==> config.mk <==
export PLATFORM = sky130hd
export DESIGN_NAME = spi_frame_master
export DESIGN_NICKNAME = d
export VERILOG_FILES = /design/src/rtl/spi_fm_pkg.sv /design/src/rtl/spi_fm_divider.sv /design/src/rtl/spi_fm_framer.sv /design/src/rtl/spi_fm_reqctr.sv /design/src/rtl/spi_fm_shifter.sv /design/src/rtl/spi_frame_master.sv
export SDC_FILE = /design/constraint.sdc
export NUM_CORES = 1
export LEC_CHECK = 0
export BUFFER_PORTS_ARGS = -buffer_cell sky130_fd_sc_hd__buf_2
export CAP_MARGIN = 5
export CORE_ASPECT_RATIO = 0.75
export CORE_MARGIN = 2
export CORE_UTILIZATION = 30
export DETAILED_ROUTE_END_ITERATION = 8
export GPL_TIMING_DRIVEN = 0
export MAX_ROUTING_LAYER = met4
export REMOVE_ABC_BUFFERS = 1
export SLEW_MARGIN = 40
export SYNTH_ARGS = -nofsm -noshare
export SYNTH_HDL_FRONTEND = slang
export SYNTH_SLANG_ARGS = --single-unit
==> constraint.sdc <==
create_clock -name clk -period 3.46 [get_ports clk]
set_input_delay 0.173 -clock clk [delete_from_list [all_inputs] [get_ports clk]]
set_output_delay 0.173 -clock clk [all_outputs]
set_load 0.01 [all_outputs]
==> src/rtl/spi_fm_pkg.sv <==
package spi_fm_pkg;

    typedef enum logic [1:0] {
        MODE_DUPLEX  = 2'd0,
        MODE_TX_ONLY = 2'd1,
        MODE_RX_ONLY = 2'd2,
        MODE_OFF     = 2'd3
    } xfer_mode_e;

    typedef struct packed {
        logic cpol;
        logic cpha;
        logic lsb_first;
        logic loopback;
    } spi_fmt_t;

    function automatic xfer_mode_e decode_mode(input logic tx_off, input logic rx_off);
        case ({tx_off, rx_off})
            2'b00:   return MODE_DUPLEX;
            2'b01:   return MODE_TX_ONLY;
            2'b10:   return MODE_RX_ONLY;
            default: return MODE_OFF;
        endcase
    endfunction

    function automatic logic [2:0] size_to_bv(input logic [1:0] sz);
        case (sz)
            2'd0:    return 3'd1;
            2'd1:    return 3'd2;
            default: return 3'd4;
        endcase
    endfunction

endpackage

==> src/rtl/spi_fm_divider.sv <==
module spi_fm_divider #(
    parameter int DIV_W = 8
) (
    input  logic             clk,
    input  logic             rst,
    input  logic             run,
    input  logic [DIV_W-1:0] div,
    output logic             tick
);
    logic [DIV_W-1:0] cnt;

    assign tick = run && (cnt == div);

    always_ff @(posedge clk) begin
        if (rst || !run) begin
            cnt <= '0;
        end else if (cnt == div) begin
            cnt <= '0;
        end else begin
            cnt <= cnt + 1'b1;
        end
    end
endmodule

==> src/rtl/spi_fm_framer.sv <==
module spi_fm_framer #(
    parameter int FLEN_W = 12
) (
    input  logic              clk,
    input  logic              rst,
    input  logic              frame_en,
    input  logic              frame_start,
    input  logic [FLEN_W-1:0] len_m1,
    input  logic              bit_done,
    output logic              open_ok,
    output logic              stop,
    output logic              frame_done
);
    logic [FLEN_W:0] remaining;

    assign stop    = frame_en && bit_done && (remaining == (FLEN_W+1)'(1));
    assign open_ok = !frame_en || (remaining != '0);

    always_ff @(posedge clk) begin
        if (rst) begin
            remaining  <= '0;
            frame_done <= 1'b0;
        end else begin
            frame_done <= stop;
            if (frame_start) begin
                remaining <= {1'b0, len_m1} + (FLEN_W+1)'(1);
            end else if (frame_en && bit_done && remaining != '0) begin
                remaining <= remaining - 1'b1;
            end
        end
    end
endmodule

==> src/rtl/spi_fm_reqctr.sv <==
module spi_fm_reqctr #(
    parameter int BYTES   = 4,
    parameter int REQ_MAX = 32,
    parameter int REQ_W   = 6,
    parameter int BV_W    = 3
) (
    input  logic             clk,
    input  logic             rst,
    input  logic             wr,
    input  logic [REQ_W-1:0] bytes,
    input  logic             dec,
    output logic [REQ_W-1:0] pending,
    output logic [BV_W-1:0]  next_bv
);
    localparam logic [REQ_W-1:0] CAP   = REQ_W'(REQ_MAX);
    localparam logic [REQ_W-1:0] WBYTE = REQ_W'(BYTES);

    assign next_bv = (pending >= WBYTE) ? BV_W'(BYTES) : BV_W'(pending);

    always_ff @(posedge clk) begin
        if (rst) begin
            pending <= '0;
        end else if (wr && pending == '0) begin
            pending <= (bytes > CAP) ? CAP : bytes;
        end else if (dec && pending != '0) begin
            pending <= pending - 1'b1;
        end
    end
endmodule

==> src/rtl/spi_fm_shifter.sv <==
module spi_fm_shifter
    import spi_fm_pkg::*;
#(
    parameter int BYTES = 4,
    localparam int WORD_W = 8 * BYTES,
    localparam int BV_W   = $clog2(BYTES + 1),
    localparam int IDX_W  = (BYTES > 1) ? $clog2(BYTES) : 1
) (
    input  logic              clk,
    input  logic              rst,
    input  spi_fmt_t          fmt,
    input  logic              tick,
    input  logic              load,
    input  logic [WORD_W-1:0] load_data,
    input  logic [BV_W-1:0]   load_bv,
    input  logic              rx_en,
    input  logic              rx_in,
    input  logic              stop,
    output logic              busy,
    output logic              sck,
    output logic              mosi,
    output logic              bit_done,
    output logic              byte_done,
    output logic              rx_valid,
    output logic [WORD_W-1:0] rx_data,
    output logic [BV_W-1:0]   rx_bv
);
    logic              active;
    logic              half;
    logic [2:0]        bit_idx;
    logic [IDX_W-1:0]  byte_idx;
    logic [WORD_W-1:0] wd;
    logic [BV_W-1:0]   bv;
    logic [7:0]        rxb;
    logic [WORD_W-1:0] rxw;
    logic [7:0]        word_bytes [BYTES];
    logic [IDX_W-1:0]  cur_sel;
    logic [7:0]        cur_byte;
    logic              tx_bit;
    logic              last_byte;
    logic              word_end;
    logic [WORD_W-1:0] rxw_next;

    for (genvar g = 0; g < BYTES; g++) begin : g_bytes
        assign word_bytes[g] = wd[8*g +: 8];
    end

    assign cur_sel   = IDX_W'(bv - BV_W'(1) - BV_W'(byte_idx));
    assign cur_byte  = word_bytes[cur_sel];
    assign tx_bit    = fmt.lsb_first ? cur_byte[bit_idx] : cur_byte[3'd7 - bit_idx];
    assign last_byte = (BV_W'(byte_idx) == bv - BV_W'(1));
    assign bit_done  = active && tick && half;
    assign byte_done = bit_done && ((bit_idx == 3'd7) || stop);
    assign word_end  = byte_done && (last_byte || stop);
    assign rxw_next  = (rxw << 8) | WORD_W'(rxb);

    assign busy = active;
    assign mosi = active && tx_bit;
    assign sck  = active ? (fmt.cpol ^ (fmt.cpha ? ~half : half)) : fmt.cpol;

    always_ff @(posedge clk) begin
        if (rst) begin
            active   <= 1'b0;
            half     <= 1'b0;
            bit_idx  <= '0;
            byte_idx <= '0;
            wd       <= '0;
            bv       <= '0;
            rxb      <= '0;
            rxw      <= '0;
            rx_valid <= 1'b0;
            rx_data  <= '0;
            rx_bv    <= '0;
        end else begin
            rx_valid <= 1'b0;
            if (!active) begin
                if (load) begin
                    active   <= 1'b1;
                    half     <= 1'b0;
                    bit_idx  <= '0;
                    byte_idx <= '0;
                    wd       <= load_data;
                    bv       <= load_bv;
                    rxw      <= '0;
                end
            end else if (tick) begin
                if (!half) begin
                    half <= 1'b1;
                    if (fmt.lsb_first) rxb[bit_idx] <= rx_in;
                    else               rxb[3'd7 - bit_idx] <= rx_in;
                end else begin
                    half <= 1'b0;
                    if (word_end) begin
                        active   <= 1'b0;
                        rx_valid <= rx_en;
                        rx_data  <= rxw_next;
                        rx_bv    <= BV_W'(byte_idx) + BV_W'(1);
                    end else if (byte_done) begin
                        byte_idx <= byte_idx + 1'b1;
                        bit_idx  <= '0;
                        rxw      <= rxw_next;
                    end else begin
                        bit_idx <= bit_idx + 1'b1;
                    end
                end
            end
        end
    end
endmodule

==> src/rtl/spi_frame_master.sv <==
module spi_frame_master
    import spi_fm_pkg::*;
#(
    parameter int BYTES_PER_WORD  = 4,
    parameter int DIV_W           = 8,
    parameter int FRAME_MAX_BYTES = 512,
    parameter int REQ_MAX_BYTES   = 32,
    localparam int WORD_W = 8 * BYTES_PER_WORD,
    localparam int BV_W   = $clog2(BYTES_PER_WORD + 1),
    localparam int FLEN_W = $clog2(FRAME_MAX_BYTES * 8),
    localparam int REQ_W  = $clog2(REQ_MAX_BYTES) + 1
) (
    input  logic              clk,
    input  logic              rst,
    input  logic              cfg_cpol,
    input  logic              cfg_cpha,
    input  logic              cfg_lsb_first,
    input  logic              cfg_loopback,
    input  logic              cfg_tx_off,
    input  logic              cfg_rx_off,
    input  logic [DIV_W-1:0]  cfg_div,
    input  logic              frame_en,
    input  logic              frame_start,
    input  logic [FLEN_W-1:0] frame_len_m1,
    input  logic              tx_valid,
    output logic              tx_ready,
    input  logic [WORD_W-1:0] tx_data,
    input  logic [1:0]        tx_size,
    input  logic              rx_req_wr,
    input  logic [REQ_W-1:0]  rx_req_bytes,
    output logic              rx_valid,
    output logic [WORD_W-1:0] rx_data,
    output logic [BV_W-1:0]   rx_bv,
    output logic              sck,
    output logic              mosi,
    input  logic              miso,
    output logic              busy,
    output logic              frame_done
);
    spi_fmt_t          fmt;
    xfer_mode_e        mode;
    logic              tx_path;
    logic              rx_path;
    logic              can_start;
    logic              load;
    logic [WORD_W-1:0] load_data;
    logic [BV_W-1:0]   load_bv;
    logic              tick;
    logic              bit_done;
    logic              byte_done;
    logic              frame_open;
    logic              frame_stop;
    logic [REQ_W-1:0]  req_pending;
    logic [BV_W-1:0]   req_bv;
    logic              rx_in;

    assign fmt       = '{cpol: cfg_cpol, cpha: cfg_cpha, lsb_first: cfg_lsb_first, loopback: cfg_loopback};
    assign mode      = decode_mode(cfg_tx_off, cfg_rx_off);
    assign tx_path   = (mode == MODE_DUPLEX) || (mode == MODE_TX_ONLY);
    assign rx_path   = (mode == MODE_DUPLEX) || (mode == MODE_RX_ONLY);
    assign can_start = !busy && frame_open;
    assign tx_ready  = can_start && tx_path;
    assign load      = tx_path ? (tx_valid && tx_ready)
                               : ((mode == MODE_RX_ONLY) && can_start && req_pending != '0);
    assign load_data = tx_path ? tx_data : '0;
    assign load_bv   = tx_path ? BV_W'(size_to_bv(tx_size)) : req_bv;
    assign rx_in     = fmt.loopback ? mosi : miso;

    spi_fm_divider #(.DIV_W(DIV_W)) u_div (
        .clk  (clk),
        .rst  (rst),
        .run  (busy),
        .div  (cfg_div),
        .tick (tick)
    );

    spi_fm_framer #(.FLEN_W(FLEN_W)) u_frm (
        .clk         (clk),
        .rst         (rst),
        .frame_en    (frame_en),
        .frame_start (frame_start),
        .len_m1      (frame_len_m1),
        .bit_done    (bit_done),
        .open_ok     (frame_open),
        .stop        (frame_stop),
        .frame_done  (frame_done)
    );

    spi_fm_reqctr #(
        .BYTES   (BYTES_PER_WORD),
        .REQ_MAX (REQ_MAX_BYTES),
        .REQ_W   (REQ_W),
        .BV_W    (BV_W)
    ) u_req (
        .clk     (clk),
        .rst     (rst),
        .wr      (rx_req_wr),
        .bytes   (rx_req_bytes),
        .dec     (byte_done && mode == MODE_RX_ONLY),
        .pending (req_pending),
        .next_bv (req_bv)
    );

    spi_fm_shifter #(.BYTES(BYTES_PER_WORD)) u_shf (
        .clk       (clk),
        .rst       (rst),
        .fmt       (fmt),
        .tick      (tick),
        .load      (load),
        .load_data (load_data),
        .load_bv   (load_bv),
        .rx_en     (rx_path),
        .rx_in     (rx_in),
        .stop      (frame_stop),
        .busy      (busy),
        .sck       (sck),
        .mosi      (mosi),
        .bit_done  (bit_done),
        .byte_done (byte_done),
        .rx_valid  (rx_valid),
        .rx_data   (rx_data),
        .rx_bv     (rx_bv)
    );
endmodule

==> key figures <==
Outcome
  – Status: finished, final reports clean

Place
  – Port bufs: 113
  – Pre-CTS WS: ~200 ps
  – DP HPWL: ~12 mm
  – Placed Area: ~0.0075 sq mm
  – Placer Congestion: 0.789

Hold path
  – Hold Startpoint: tx_data[7]
  – Worst hold stages: 3
  – HP Class: in2reg

Worst setup path
  – Worst r2r src: u_frm.remaining[8]$_SDFFE_PP0P_
  – WS Path Type: reg2out
  – R2R cell count: 8
  – Critical Path RT: roughly 3300 ps
  – Setup slack, reg-to-reg: between 200 and 300 ps
  – Setup crit end: mosi
  – Critical R2R Capture: u_shf.rxw[17]$_SDFFE_PP0P_
  – Worst Setup SP: u_shf.bv[0]$_SDFFE_PP0P_
  – Worst Setup Start Kind: flop
  – CP Capture Type: output port
  – Worst Path Arrival: approximately 3000 ps
  – CP Max Fanout: 9

Floorplanning
  – I/O Pins: around 110
  – Starting Density: 0.303
  – Rows: 47
  – Die height: 133 um
  – Die W: roughly 180 um
  – Die footprint: about 0.023 sq mm
  – Core Box Area: 0.0219 sq mm

GRT
  – GRT Util Overall: 0.155
  – Vias in the first global route: about 5300
  – Largest net degree at the start of global routing: 54
  – Overflow after GRT: 0
  – First-pass GRT wire length: 28.0 mm
  – Initial antenna violation count: 1

Pwr
  – Leakage: approximately 3.1 nW
  – Net load switching power: 0.00105 W
  – Pwr Density: 491 mW/mm^2
  – Comb power frac: 0.125
  – Switch share: 0.261
  – Flop pwr share: 0.414
  – Clk pwr share: 0.461
  – P_int: 0.00298 W
  – Worst vdd ir: 337 uV

Route
  – Drt wl/cell: ~15 um
  – DR DRC count: 0
  – First-pass detailed-route iteration total: 5
  – 1st-iter DRT viols: 311
  – Total wire length: roughly 17 mm
  – Routed Antenna Nets: 0
  – Vias: between 5000 and 6000
  – Via density: between 5 and 6

STA
  – Tightest Pin Transition: between 800 and 900 ps
  – # setup viols final: 0
  – Fmax: a little over 300 MHz
  – Fin Clk Skew: around 14 ps
  – Slew headroom: 0.446
  – Pins Over Slew Limit: 0
  – Final Hold Fails: 0
  – Unrepaired setup endpoints after global routing: no
  – Slack of the critical path: 193 ps
  – Min Tclk post-route: 3270 ps
  – Final period utilization: 0.944

Synthesis
  – Syn Area/Cell: 8.73 sq um
  – Number of synthesis warnings: 0
  – Register area share after synthesis: 0.415
  – Synth Instances: approximately 760
  – Async set or reset register ratio after synthesis: 0
  – Unique cell type count in the Yosys netlist: 70
  – Top_reg_cell synth: dfxtp_1
  – Number of flops mapped to enable cells by yosys: 0
  – Syn Std Cell Area: between 0.006 and 0.007 sq mm
  – FF+latch count, synth: between 100 and 150

Clocking
  – CTS sink cnt: around 140
  – Clock tree root driver cell: clkbuf_16
  – Clk_lat worst skew: about 420 ps
  – Max Root-Sink Buffers: 2
  – CTS HTree Levels: 4
  – Reg clk slew, reported paths: about 70 ps
  – Total CTS buffers: 17
  – CTS tree: done

Cells and area
  – Synthesis-to-finish area growth: 23.7%
  – Nets@finish: 947
  – Layout cell share with drive strength beyond 1: 0.215
  – Final instance area: 0.00823 sq mm

Flow run
  – Max-cap violations: 0
[layer usage]
metal | routed length [um] | global-route usage | vias to the layer above
met5 | 0 | - | -
met4 | 153 | 0.0404 | 0
met3 | 777 | 0.0371 | 12
met2 | 7080 | 0.213 | 136
met1 | 9150 | 0.224 | 2742
li1 | - | - | 2976
[worst max-delay path, cell delays in order, from the launching register on]
cell and delay [ps]:
dfxtp_1 390, inv_1 80, ha_1 360, xor3_4 520, a221oi_2 240, or2b_2 160
a221oi_1 80, or4_4 630, nand2_1 100, buf_2 140
[power groups by stage]
stage,registers (W),clock network [W],logic (W)
2_1_floorplan,0.00170,0,0.000294
3_3_place_gp,0.00171,0,0.000451
3_5_place_dp,0.00171,0,0.000484
4_1_cts,0.00167,0.00191,0.000490
5_1_grt,0.00168,0.00199,0.000559
6_report,0.00167,0.00186,0.000504
[repair_timing]
item	4_1_cts	5_1_grt
hold buffers	6	0
resized for setup	2	1
hold endpoints to repair	6	0
setup buffers	0	3
pin swaps	1	1
setup endpoints to repair	1	1
[through the flow]
stage          hold WS [ps]  cells  total power (W)  utilization  setup TNS [ps]
6_report               25.7   1169          0.00404        0.375               0
5_1_grt                1.66   1169          0.00422        0.375               0
4_1_cts                2.67   1165          0.00407        0.374               0
3_5_place_dp            396   1128          0.00219        0.343               0
3_3_place_gp            398   1120          0.00216        0.336         -108750
2_1_floorplan           242    713          0.00199            -          -21260
[synth_stat cells (9+ instances only)]
cell type / n / area (sq um)
clkbuf_1: 32 / 120
ha_1: 12 / 150
xnor2_1: 17 / 149
xor2_1: 22 / 193
mux2i_1: 13 / 130
nand3b_1: 33 / 248
o22ai_1: 9 / 56.3
and3_1: 16 / 100
a211oi_1: 10 / 75.1
o21ai_0: 11 / 55.1
dfxtp_1: 138 / 2760
a22o_1: 25 / 219
nand3_1: 21 / 105
a21oi_1: 95 / 475
nand4_1: 9 / 56.3
inv_1: 16 / 60.1
nor2_1: 28 / 105
nand2_1: 127 / 477
[how the worst min path moves through the flow]
stage | to | slack (ps)
after global routing | u_shf.wd[14]$_SDFFE_PP0P_ | 2
after detailed placement | u_shf.rx_valid$_SDFF_PP0_ | 400
final | u_shf.wd[7]$_SDFFE_PP0P_ | 30
after floorplan | u_frm.remaining[1]$_SDFFE_PP0P_ | 240
after global placement | u_shf.rx_valid$_SDFF_PP0_ | 400
after CTS | u_shf.wd[17]$_SDFFE_PP0P_ | 3
[final cells by class]
cell class / instances / area, sq um
Clock inverter: 13 / 169
Antenna cell: 1 / 2.50
Fill cell: 2260 / 13700
Inverter: 17 / 63.8
Clock buffer: 18 / 429
Timing Repair Buffer: 130 / 761
Sequential cell: 138 / 2760
Multi-Input combinational cell: 558 / 3670
Tap cell: 294 / 368
[cells by family (layout without fill, tap and decap cells)]
kind of cell | after synthesis | after routing | synth area share
compound gates | 205 | 205 | 0.208
xor+xnor | 41 | 41 | 0.0590
fa+ha+maj | 12 | 12 | 0.0226
buf+inv | 66 | 178 | 0.0438
flops | 138 | 138 | 0.415
mux | 20 | 20 | 0.0376
other cells | 0 | 1 | 0
simple gates | 280 | 280 | 0.214
[placed cells by master, fill, tap and decap left out, types with 4 or more instances in the layout]
| cell type | instances |
|---|---|
| nor3_1 | 8 |
| o22ai_1 | 9 |
| and3_1 | 16 |
| clkbuf_16 | 17 |
| a31oi_2 | 7 |
| a21oi_1 | 94 |
| a311o_1 | 8 |
| buf_2 | 112 |
| ha_1 | 11 |
| a22o_1 | 25 |
| a211oi_1 | 10 |
| nand3b_1 | 33 |
| buf_4 | 6 |
| nor4_1 | 4 |
| xnor2_1 | 17 |
| nor2_1 | 28 |
| clkinv_4 | 4 |
| xor2_1 | 22 |
| nand2_1 | 126 |
| dlygate4sd3_1 | 6 |
| mux2i_1 | 13 |
| and4_1 | 4 |
| a221oi_1 | 4 |
| dfxtp_1 | 138 |
| o21ai_0 | 11 |
| o21ai_1 | 5 |
| nand2b_1 | 5 |
| inv_1 | 16 |
| nand3_1 | 21 |
| nand4_1 | 9 |
[registers in the layout, summed over array words and instances (netlist names)]
name / flops
u_shf.wd: 32
u_shf.rx_data: 32
u_shf.rx_bv: 3
u_shf.rxw: 24
u_shf.byte_idx: 2
u_shf.busy: 1
u_shf.half: 1
u_frm.remaining: 13
u_frm.frame_done: 1
u_shf.bv: 3
u_shf.rx_valid: 1
u_shf.rxb: 8
u_shf.bit_idx: 3
u_req.pending: 6
u_div.cnt: 8
No activity file was read; power rests on OpenSTA's default activity.
